==> src/rtl/cnt_pkg.sv <==
package cnt_pkg;

  // Operation chosen for the next rising edge, in priority order.
  typedef enum logic [1:0] {
    OP_CLEAR = 2'd0,
    OP_LOAD  = 2'd1,
    OP_COUNT = 2'd2,
    OP_HOLD  = 2'd3
  } op_e;

  // Clear beats load, load beats count; counting needs both enables.
  function automatic op_e pick_op(input logic clr_n, input logic load_n,
                                  input logic en_p, input logic en_t);
    op_e op;
    if (!clr_n)             op = OP_CLEAR;
    else if (!load_n)       op = OP_LOAD;
    else if (en_p && en_t)  op = OP_COUNT;
    else                    op = OP_HOLD;
    return op;
  endfunction

endpackage

==> src/rtl/term_match.sv <==
module term_match #(
  parameter int WIDTH = 4,
  parameter logic [WIDTH-1:0] VALUE = '1
) (
  input  logic [WIDTH-1:0] value,
  output logic             hit
);

  assign hit = (value == VALUE);

endmodule

==> src/rtl/count_stage.sv <==
module count_stage
  import cnt_pkg::*;
#(
  parameter int WIDTH = 4
) (
  input  logic             clk,
  input  logic             rst,
  input  logic             clr_n,
  input  logic             load_n,
  input  logic             en_p,
  input  logic             en_t,
  input  logic [WIDTH-1:0] d,
  output logic [WIDTH-1:0] q,
  output logic             rco
);

  logic [WIDTH-1:0] q_r = '0;
  op_e              op;
  logic             at_top;

  always_comb op = pick_op(clr_n, load_n, en_p, en_t);

  always_ff @(posedge clk) begin
    if (rst) begin
      q_r <= '0;
    end else begin
      case (op)
        OP_CLEAR: q_r <= '0;
        OP_LOAD:  q_r <= d;
        OP_COUNT: q_r <= q_r + WIDTH'(1);
        default:  q_r <= q_r;
      endcase
    end
  end

  term_match #(.WIDTH(WIDTH), .VALUE('1)) u_top (
    .value (q_r),
    .hit   (at_top)
  );

  assign q   = q_r;
  assign rco = en_t & at_top;


  clear_zero_chk: assert property (@(posedge clk) disable iff (rst)
    !clr_n |=> (q == '0));


  load_take_chk: assert property (@(posedge clk) disable iff (rst)
    (clr_n && !load_n) |=> (q == $past(d)));


  count_step_chk: assert property (@(posedge clk) disable iff (rst)
    (clr_n && load_n && en_p && en_t) |=> (q == $past(q) + WIDTH'(1)));


  hold_stable_chk: assert property (@(posedge clk) disable iff (rst)
    (clr_n && load_n && !(en_p && en_t)) |=> $stable(q));


  rco_needs_en_chk: assert property (@(posedge clk) disable iff (rst)
    rco |-> (en_t && (q == '1)));

endmodule

==> src/rtl/cascade_counter.sv <==
module cascade_counter #(
  parameter int WIDTH      = 4,
  parameter int STAGES     = 2,
  parameter bit SHORT_EN   = 1'b0,
  parameter int TERM_VALUE = 9
) (
  input  logic                    clk,
  input  logic                    rst,
  input  logic                    clr_n,
  input  logic                    load_n,
  input  logic                    en_p,
  input  logic                    en_t,
  input  logic [WIDTH*STAGES-1:0] data,
  output logic [WIDTH*STAGES-1:0] q,
  output logic                    rco
);

  localparam int TOTAL = WIDTH * STAGES;

  logic [STAGES:0] chain;
  logic            term_hit;
  logic            wrap;
  logic            clr_eff;

  assign chain[0] = en_t;

  generate
    if (SHORT_EN) begin : g_short
      term_match #(.WIDTH(TOTAL), .VALUE(TOTAL'(TERM_VALUE))) u_term (
        .value (q),
        .hit   (term_hit)
      );
      assign wrap = term_hit & load_n & en_p & en_t;
    end else begin : g_full
      assign term_hit = 1'b0;
      assign wrap     = 1'b0;
    end
  endgenerate

  assign clr_eff = clr_n & ~wrap;

  generate
    for (genvar g = 0; g < STAGES; g++) begin : g_stage
      count_stage #(.WIDTH(WIDTH)) u_stage (
        .clk    (clk),
        .rst    (rst),
        .clr_n  (clr_eff),
        .load_n (load_n),
        .en_p   (en_p),
        .en_t   (chain[g]),
        .d      (data[g*WIDTH +: WIDTH]),
        .q      (q[g*WIDTH +: WIDTH]),
        .rco    (chain[g+1])
      );
    end
  endgenerate

  assign rco = chain[STAGES];


  full_wrap_chk: assert property (@(posedge clk) disable iff (rst)
    (rco && en_p && clr_n && load_n) |=> (q == '0));


  short_wrap_chk: assert property (@(posedge clk) disable iff (rst)
    (term_hit && clr_n && load_n && en_p && en_t) |=> (q == '0));


  carry_level_chk: assert property (@(posedge clk) disable iff (rst)
    rco |-> (q == '1));

endmodule

==> config.mk <==
export PLATFORM = sky130hd
export DESIGN_NAME = cascade_counter
export DESIGN_NICKNAME = d
export VERILOG_FILES = /design/src/rtl/cnt_pkg.sv /design/src/rtl/term_match.sv /design/src/rtl/count_stage.sv /design/src/rtl/cascade_counter.sv
export SDC_FILE = /design/constraint.sdc
export NUM_CORES = 1
export LEC_CHECK = 0
export ABC_CLOCK_PERIOD_IN_PS = 1230
export CORE_AREA = 8 8 45 47
export CTS_CLUSTER_SIZE = 8
export DETAILED_ROUTE_END_ITERATION = 10
export DIE_AREA = 0 0 53 55
export DONT_BUFFER_PORTS = 1
export MAX_ROUTING_LAYER = met4
export PLACE_DENSITY_LB_ADDON = 0.12
export SETUP_SLACK_MARGIN = 0.05
export SLEW_MARGIN = 10
export SYNTH_ARGS = -nofsm -noshare
export SYNTH_HDL_FRONTEND = slang
export SYNTH_SLANG_ARGS = --single-unit
==> constraint.sdc <==
create_clock -name clk -period 1.23 [get_ports clk]
set_input_delay 0.123 -clock clk [delete_from_list [all_inputs] [get_ports clk]]
set_output_delay 0.123 -clock clk [all_outputs]
set_load 0.01 [all_outputs]
==> results of run 1 <==
-- logic make-up (layout without fill, tap and decap cells) --
| logic type | Yosys count | count (layout) | share of synthesized area |
|---|---|---|---|
| buffers and inverters | 2 | 13 | 0.0535 |
| AO/OA/AOI/OAI | 11 | 11 | 0.160 |
| flip-flops | 8 | 8 | 0.342 |
| multiplexers | 1 | 1 | 0.0214 |
| AND/OR/NAND/NOR | 24 | 24 | 0.294 |
| adder cells (fa/ha/maj) | 2 | 2 | 0.0535 |
| XOR/XNOR | 4 | 4 | 0.0749 |
-- critical path: stages, from the launching register on --
cell	delay [ns]
dfxtp_4	0.36
ha_4	0.14
nand4_4	0.11
or3_1	0.32
a311oi_1	0.20
-- metrics by stage --
step	total power [mW]	TNS [ns]	hold slack [ns]	instances
final	0.589	0	0.0214	79
after global routing	0.623	-0.0684	0.0309	79
after CTS	0.603	0	0.00922	79
after detailed placement	0.366	0	0.222	73
after global placement	0.362	0	0.211	73
after floorplan	0.347	0	0.258	52
-- report_power, final --
group          switching (mW)  leakage [nW]  internal (mW)
Combinational          0.0403         0.153         0.0426
Clock                  0.0996        0.0150          0.125
Sequential             0.0150        0.0695          0.267
-- cell usage after synthesis --
cell,n,share of area
or2b_1,1,0.016
nand2_1,2,0.016
buf_6,1,0.024
ha_1,2,0.053
xor2_1,4,0.075
o22ai_1,1,0.013
and3_1,1,0.013
mux2i_1,1,0.021
nor3_1,1,0.011
and4_1,1,0.019
a311oi_1,1,0.019
o21ai_0,1,0.011
nand3b_1,1,0.016
a211oi_1,4,0.064
or3_1,1,0.013
nand4_2,1,0.027
dfxtp_1,8,0.34
and4b_1,1,0.021
nand2b_1,3,0.040
nor2_1,6,0.048
o211ai_1,2,0.032
a21oi_1,2,0.021
clkbuf_8,1,0.029
nand3_1,5,0.053
-- cell usage in the layout, fill, tap and decap left out, types with 3 or more instances in the layout --
cell      count
nand3_1       5
clkbuf_4      3
buf_4         7
dfxtp_4       5
a211oi_1      4
xor2_1        4
nor2_1        5
nand2b_1      3
-- worst max-delay path by stage --
stage / startpoint / to / slack [ns] / depth (start not counted)
floorplan: g_stage[1].u_stage.q[1] / g_stage[1].u_stage.q[2] / 0.05 / 4
global placement: g_stage[1].u_stage.q[0] / g_stage[1].u_stage.q[2] / 0.06 / 4
detailed placement: g_stage[0].u_stage.q[3] / g_stage[1].u_stage.q[0] / 0.02 / 4
CTS: g_stage[1].u_stage.q[0] / g_stage[1].u_stage.q[2] / 0.01 / 4
global route: g_stage[0].u_stage.q[1] / g_stage[1].u_stage.q[2] / -0.05 / 4
finish: g_stage[1].u_stage.q[0] / g_stage[1].u_stage.q[2] / 0.02 / 4
-- metal layers --
metal | routed length, um | share of wire | track usage
met4 | 0 | 0 | 0.0690
met2 | 635 | 0.44 | 0.166
met3 | 170 | 0.12 | 0.0508
met5 | 0 | 0 | -
met1 | 626 | 0.44 | 0.121
-- area by class of cell --
type / count / share of cell area
Multi-Input combinational cell: 42 / 0.518
Clock buffer: 4 / 0.0423
Tap cell: 16 / 0.0323
Sequential cell: 8 / 0.290
Timing Repair Buffer: 9 / 0.117
-- what timing repair did --
action,4_1_cts,5_1_grt
hold buffers,2,0
pin swaps,0,2
endpoints found under the setup margin,5,6
hold endpoints to repair,6,0
gates resized for setup,3,1
==> results by group, run 1 <==
Place
  • GPL Wtd Cong: 0.729
  • Dpl ws: 0.0219 ns
  • Port bufs: 0
  • Dpl hpwl: 1100 um
  • Placement Cell Area: 564 um^2

Yosys
  • Yosys cell types: 24
  • Mapped Cells: 52
  • Register area share after synthesis: 0.342
  • Syn avg cell area: 9.00 um^2
  • Synth Net Count: 68
  • Syn Std Cell Area: 468 um^2
  • #FFs+latches synth: 8
  • Synth warn: 0

Detailed routing
  • Drt first pass iters: 4
  • Initial DRC count: 9
  • Drt wl/cell: 18.1 um
  • Via-to-Cell Ratio: 5.72
  • Total number of vias: 452
  • Drt total wl: 1430 um
  • Post-DRT Antenna Nets: 0
  • # DRC: 0

Timing
  • Period utilisation layout: 0.988
  • Worst slew pin tran: 0.294 ns
  • Fin. Hold Viols: 0
  • Final max-slew violation count: 0
  • Slew HR: 0.804
  • Setup slack after layout: 0.0152 ns
  • Fin crit period: 1.21 ns
  • Clock Skew: 0.00154 ns
  • Final setup vio count: 0
  • Unrepaired setup endpoints after global routing: true
  • Max Clock Freq: 823 MHz

Power
  • Worst vdd ir: 0.469 mV
  • Pleak: 0.238 nW
  • Pwr dens: 949 nW/um^2

Worst setup path
  • R2R depth: 4
  • RR Startpoint: g_stage[1].u_stage.q[0]
  • Critical R2R Capture: g_stage[1].u_stage.q[2]
  • CP required: 1.40 ns
  • CP Max Fanout: 3
  • Setup CP Type: reg2reg
  • CP Launch Type: register
  • R2R setup slack: 0.02 ns
  • Critical path data arrival time: 1.38 ns
  • CP Capture Type: register

Final layout
  • Share of layout cells above drive strength 1: 0.333
  • Filler cell count: 157
  • Area taken by multi-input logic gates: 322 um^2
  • Area growth from synthesis to layout: 32.6%
  • Antenna diodes: 0
  • Final core utilization: 0.448
  • Max reg flops: 8
  • Design Area, Final: 621 um^2
  • FF+latch area: 180 um^2
  • Total Nets Final: 80

Run
  • Max Cap Violations: 0

GRT
  • GR Util All Layers: 0.112
  • Initial antenna violation count: 0
  • Number of global-route vias before repair: 518
  • Largest net degree at the start of global routing: 14
  • Grt ovf: 0
  • Global-route wire length before repair: 2330 um

Clock network
  • CTS Buf Count: 3
  • Bufs on Longest Clock Path: 2
  • Sink Count: 8
  • Clock Root Buffer: clkbuf_4
  • Worst skew pair latency: 0.26 ns
  • Post-CTS setup buffer count: 0
  • CTS tree: done
  • CTS HTree Levels: 1
  • CTS clk-pin slew, worst paths: 0.06 ns

Outcome
  • Outcome: complete, no violations

Floorplanning
  • Chip Height: 55 um
  • Die W: 53 um
  • I/O pin total: 23
  • Row count: 14
  • Core region area: 1380 um^2
  • Die area: 2920 um^2
  • Initial cell density of the core: 0.338

Worst hold path
  • Tightest Hold Check Type: in2reg
  • Worst hold path depth: 2
  • Hold path start: data[3]
  • Hold worst-path end: g_stage[0].u_stage.q[3]
No activity file was read; power rests on OpenSTA's default activity.
==> run 2: changes to the inputs <==
Settings changed: SETUP_SLACK_MARGIN 0.05 to unset.
==> results by group, run 2 (synthesis gave the netlist of run 1 again) <==
Outcome
  • Outcome: finished, violations left
  • Failing checks: negative setup slack

Clock network
  • Sink Count: 8
  • CTS HTree Levels: 1
  • CTS Buf Count: 3
  • Bufs on Longest Clock Path: 2
  • Clock Root Buffer: clkbuf_4
  • CTS tree: done
  • CTS clk-pin slew, worst paths: 0.06 ns
  • Worst skew pair latency: 0.26 ns

Final layout
  • Commonest cells after routing, fill and taps aside: buf_4, nand3_1, nor2_1, xor2_1, a211oi_1
  • Antenna diodes: 0
  • Filler cell count: 148
  • Max reg flops: 8
  • Final core utilization: 0.458
  • Share of layout cells above drive strength 1: 0.354
  • Total Nets Final: 82
  • Area growth from synthesis to layout: 35.3%
  • Commonest non-fill, non-tap cell in the layout: buf_4

Detailed routing
  • Post-DRT Antenna Nets: 0
  • Drt first pass iters: 4
  • Total number of vias: 444
  • Drt wl/cell: 17.4 um
  • Via-to-Cell Ratio: 5.48
  • # DRC: 0
  • Initial DRC count: 19
  • Drt total wl: 1410 um

Worst setup path
  • RR Startpoint: g_stage[0].u_stage.q[0]
  • R2R depth: 4
  • CP peak stage delay: 0.36 ns
  • CP Launch Type: register
  • CP Buf/Inv Count: 0
  • CP Capture Type: register
  • R2R setup slack: -0.003 ns
  • Worst-path cell chain: ha_4 -> nand4_4 -> or3_1 -> a311oi_2
  • Critical path data arrival time: 1.41 ns
  • Crit-path slowest cell: dfxtp_4
  • Delay-heaviest family, CP: simple AND/OR/NAND/NOR gates
  • CP Max Fanout: 2
  • Critical R2R Capture: g_stage[1].u_stage.q[2]
  • CP required: 1.41 ns
  • Setup CP Type: reg2reg

Timing
  • Final setup vio count: 1
  • Period utilisation layout: 1.00
  • Worst slew pin tran: 0.323 ns
  • Unrepaired setup endpoints after global routing: true
  • Setup slack after layout: -0.00263 ns
  • Final max-slew violation count: 0
  • Fin crit period: 1.23 ns
  • Max Clock Freq: 811 MHz
  • Clock Skew: 0.00253 ns
  • Fin. Hold Viols: 0
  • Slew HR: 0.784
  • Setup TNS: -0.00263 ns

GRT
  • Grt ovf: 0
  • Largest net degree at the start of global routing: 14
  • Global-route wire length before repair: 2300 um
  • Number of global-route vias before repair: 481
  • GR Util All Layers: 0.112
  • Initial antenna violation count: 0

Power
  • Worst vdd ir: 0.678 mV
  • Pwr dens: 943 nW/um^2
  • Final Power: 597 uW
  • Pleak: 0.250 nW

Floorplanning
  • Row count: 14
  • Core region area: 1380 um^2
  • Die W: 53 um
  • Die area: 2920 um^2
  • Initial cell density of the core: 0.338
  • Chip Height: 55 um
  • I/O pin total: 23

Worst hold path
  • Tightest Hold Check Type: in2reg
  • Worst hold path depth: 2
  • Hold path start: data[3]
  • Hold worst-path end: g_stage[0].u_stage.q[3]

Place
  • Dpl ws: 0.0358 ns
  • GPL Wtd Cong: 0.740
  • Port bufs: 0
  • Dpl hpwl: 1050 um

Run
  • Max Cap Violations: 0
-- run 2: worst reg2reg max path, stage by stage (launching register included) --
cell and delay [ns]:
dfxtp_4 0.36, ha_4 0.15, nand4_4 0.10, or3_1 0.33
a311oi_2 0.21
-- run 2: how the worst max path moves through the flow --
stage | from | to | slack (ns) | cells after the start
2_1_floorplan | g_stage[1].u_stage.q[0] | g_stage[1].u_stage.q[2] | 0.02 | 4
3_3_place_gp | g_stage[1].u_stage.q[0] | g_stage[1].u_stage.q[2] | 0.05 | 4
3_5_place_dp | g_stage[0].u_stage.q[1] | g_stage[1].u_stage.q[2] | 0.04 | 4
4_1_cts | g_stage[0].u_stage.q[0] | rco | -0.001 | 4
5_1_grt | g_stage[0].u_stage.q[0] | g_stage[1].u_stage.q[2] | -0.06 | 4
6_report | g_stage[0].u_stage.q[0] | g_stage[1].u_stage.q[2] | -0.003 | 4
-- run 2: area by class of cell --
type | count | area (um^2) | share of cell area
well taps | 16 | 20.0 | 0.0316
repair buffers | 11 | 91.3 | 0.144
flip-flops and latches | 8 | 175 | 0.277
clock buffers | 4 | 26.3 | 0.0415
multi-input cells | 42 | 320 | 0.506
-- run 2: per-stage QoR --
stage                     cell area (um^2)  hold WS (ns)  instances
after detailed placement               551         0.215         74
final                                  633        0.0116         81
after global placement                 551         0.212         74
after CTS                              627       0.00952         81
after global routing                   633       0.00395         81
after floorplan                        495         0.258         52
-- run 2: timing repair --
item / in CTS / in global routing
gates cloned: 0 / 0
pin swaps: 3 / 0
hold buffers: 2 / 0
hold endpoints to repair: 6 / 0
setup endpoints to repair: 1 / 5
buffers inserted: 1 / 0
gates resized for setup: 6 / 1
-- run 2: layer usage --
layer	wire length [um]	GRT usage	part of all wire	up-vias
met2	656	0.182	0.46	25
li1	-	-	-	219
met5	0	-	0	-
met1	521	0.0997	0.37	198
met3	226	0.102	0.16	2
met4	7	0.0129	0.0050	0
-- run 2: power by group --
| group | total, mW | switching [mW] | internal [mW] | leakage (nW) |
|---|---|---|---|---|
| Clock | 0.230 | 0.105 | 0.125 | 0.0150 |
| Sequential | 0.282 | 0.0126 | 0.269 | 0.0689 |
| Combinational | 0.0850 | 0.0419 | 0.0431 | 0.166 |
==> run 3: changes to the inputs <==
Settings changed: CORE_AREA 8 8 45 47 to 2 2 39 41, DIE_AREA 0 0 53 55 to 0 0 41 43, RECOVER_POWER set to 25.
==> results by group, run 3 (synthesis gave the netlist of run 1 again) <==
Outcome
  • Outcome: complete, no violations

GRT
  • Largest net degree at the start of global routing: 14
  • GR Util All Layers: 0.193
  • Number of global-route vias before repair: 440
  • Grt ovf: 0
  • Global-route wire length before repair: 2160 um
  • Initial antenna violation count: 0

Final layout
  • Share of layout cells above drive strength 1: 0.379
  • Commonest cells after routing, fill and taps aside: buf_4, nand3_1, nor2_1, xor2_1, dfxtp_4
  • Commonest non-fill, non-tap cell in the layout: buf_4
  • Total Nets Final: 83
  • Filler cell count: 140
  • Antenna diodes: 0
  • Area taken by multi-input logic gates: 334 um^2
  • FF+latch area: 178 um^2
  • Area growth from synthesis to layout: 40.9%
  • Max reg flops: 8
  • Non-filler cells, final: 82

Clock network
  • Clock Root Buffer: clkbuf_4
  • Sink Count: 8
  • Worst skew pair latency: 0.26 ns
  • Bufs on Longest Clock Path: 2
  • CTS tree: done
  • CTS HTree Levels: 1
  • CTS clk-pin slew, worst paths: 0.06 ns
  • CTS Buf Count: 3

Floorplanning
  • I/O pin total: 23
  • Chip Height: 43 um
  • Core region area: 1380 um^2
  • Row count: 14
  • Initial cell density of the core: 0.338
  • Die W: 41 um
  • Die area: 1760 um^2

Worst setup path
  • CP required: 1.11 ns
  • Delay-heaviest family, CP: flip-flops
  • CP Launch Type: register
  • CP Capture Type: primary output
  • CP Buf/Inv Count: 1
  • Crit-path slowest cell: dfxtp_2
  • RR Startpoint: g_stage[1].u_stage.q[1]
  • R2R depth: 4
  • Worst-path cell chain: ha_4 -> nand4_4 -> buf_6 -> nor2_4
  • Setup CP Type: reg2out
  • Cell count along the critical path: 4
  • Critical path data arrival time: 1.09 ns
  • Critical R2R Capture: g_stage[1].u_stage.q[2]
  • R2R setup slack: 0.04 ns
  • CP Max Fanout: 2
  • CP peak stage delay: 0.35 ns

Timing
  • Setup TNS: 0 ns
  • Fin. Hold Viols: 0
  • Unrepaired setup endpoints after global routing: true
  • Final setup vio count: 0
  • Slew HR: 0.786
  • Period utilisation layout: 0.989
  • Max Clock Freq: 822 MHz
  • Final max-slew violation count: 0
  • Fin crit period: 1.22 ns
  • Clock Skew: 0.00576 ns
  • Worst slew pin tran: 0.321 ns

Power
  • Pleak: 0.256 nW
  • Worst vdd ir: 0.519 mV
  • Pwr dens: 913 nW/um^2

Detailed routing
  • Total number of vias: 454
  • Drt total wl: 1360 um
  • Drt wl/cell: 16.6 um
  • Drt first pass iters: 4
  • # DRC: 0
  • Via-to-Cell Ratio: 5.54
  • Initial DRC count: 6
  • Post-DRT Antenna Nets: 0

Run
  • Max Cap Violations: 0

Worst hold path
  • Worst hold path depth: 2
  • Tightest Hold Check Type: in2reg
  • Hold worst-path end: g_stage[0].u_stage.q[3]
  • Hold path start: load_n

Place
  • DP Cell Count: 74
  • GPL Wtd Cong: 0.708
  • Dpl hpwl: 894 um
  • Port bufs: 0
-- run 3: through the flow --
step / hold slack, ns / cell area, um^2 / util / total power, mW / setup slack (ns)
floorplan: 0.258 / 495 / - / 0.343 / 0.0196
global placement: 0.212 / 551 / 0.398 / 0.358 / 0.0446
detailed placement: 0.220 / 551 / 0.398 / 0.360 / 0.0172
CTS: 0.00667 / 638 / 0.461 / 0.607 / 0.00107
global route: 0.00393 / 659 / 0.476 / 0.646 / -0.0431
finish: 0.0241 / 659 / 0.476 / 0.602 / 0.0132
-- run 3: cell type report --
class | count | share of cell area
flip-flops and latches | 8 | 0.269
repair buffers | 12 | 0.154
multi-input cells | 42 | 0.507
clock buffers | 4 | 0.0398
well taps | 16 | 0.0304
-- run 3: how the worst max path moves through the flow --
stage                                        from  slack, ns                      end
final                     g_stage[1].u_stage.q[1]       0.01                      rco
after global routing      g_stage[1].u_stage.q[0]      -0.04                      rco
after CTS                 g_stage[0].u_stage.q[0]      0.001                      rco
after detailed placement  g_stage[1].u_stage.q[0]       0.02  g_stage[1].u_stage.q[2]
after global placement    g_stage[1].u_stage.q[0]       0.04  g_stage[1].u_stage.q[2]
after floorplan           g_stage[1].u_stage.q[0]       0.02  g_stage[1].u_stage.q[2]
-- run 3: power by group --
group	total (mW)	switching [mW]	internal [mW]
combinational	0.0873	0.0419	0.0454
clock	0.233	0.107	0.125
sequential	0.282	0.0142	0.268
-- run 3: layer usage --
layer | up-vias | track usage | routed length [um]
met4 | 0 | 0.0600 | 8
met5 | - | - | 0
met3 | 3 | 0.126 | 170
met1 | 210 | 0.227 | 545
met2 | 22 | 0.263 | 637
li1 | 219 | - | -
-- run 3: what timing repair did --
item / 4_1_cts / 5_1_grt
endpoints found under the setup margin: 1 / 5
hold buffers: 2 / 1
resized for setup: 7 / 4
pin swaps: 3 / 5
setup buffers: 1 / 0
endpoints found under the hold margin: 6 / 1
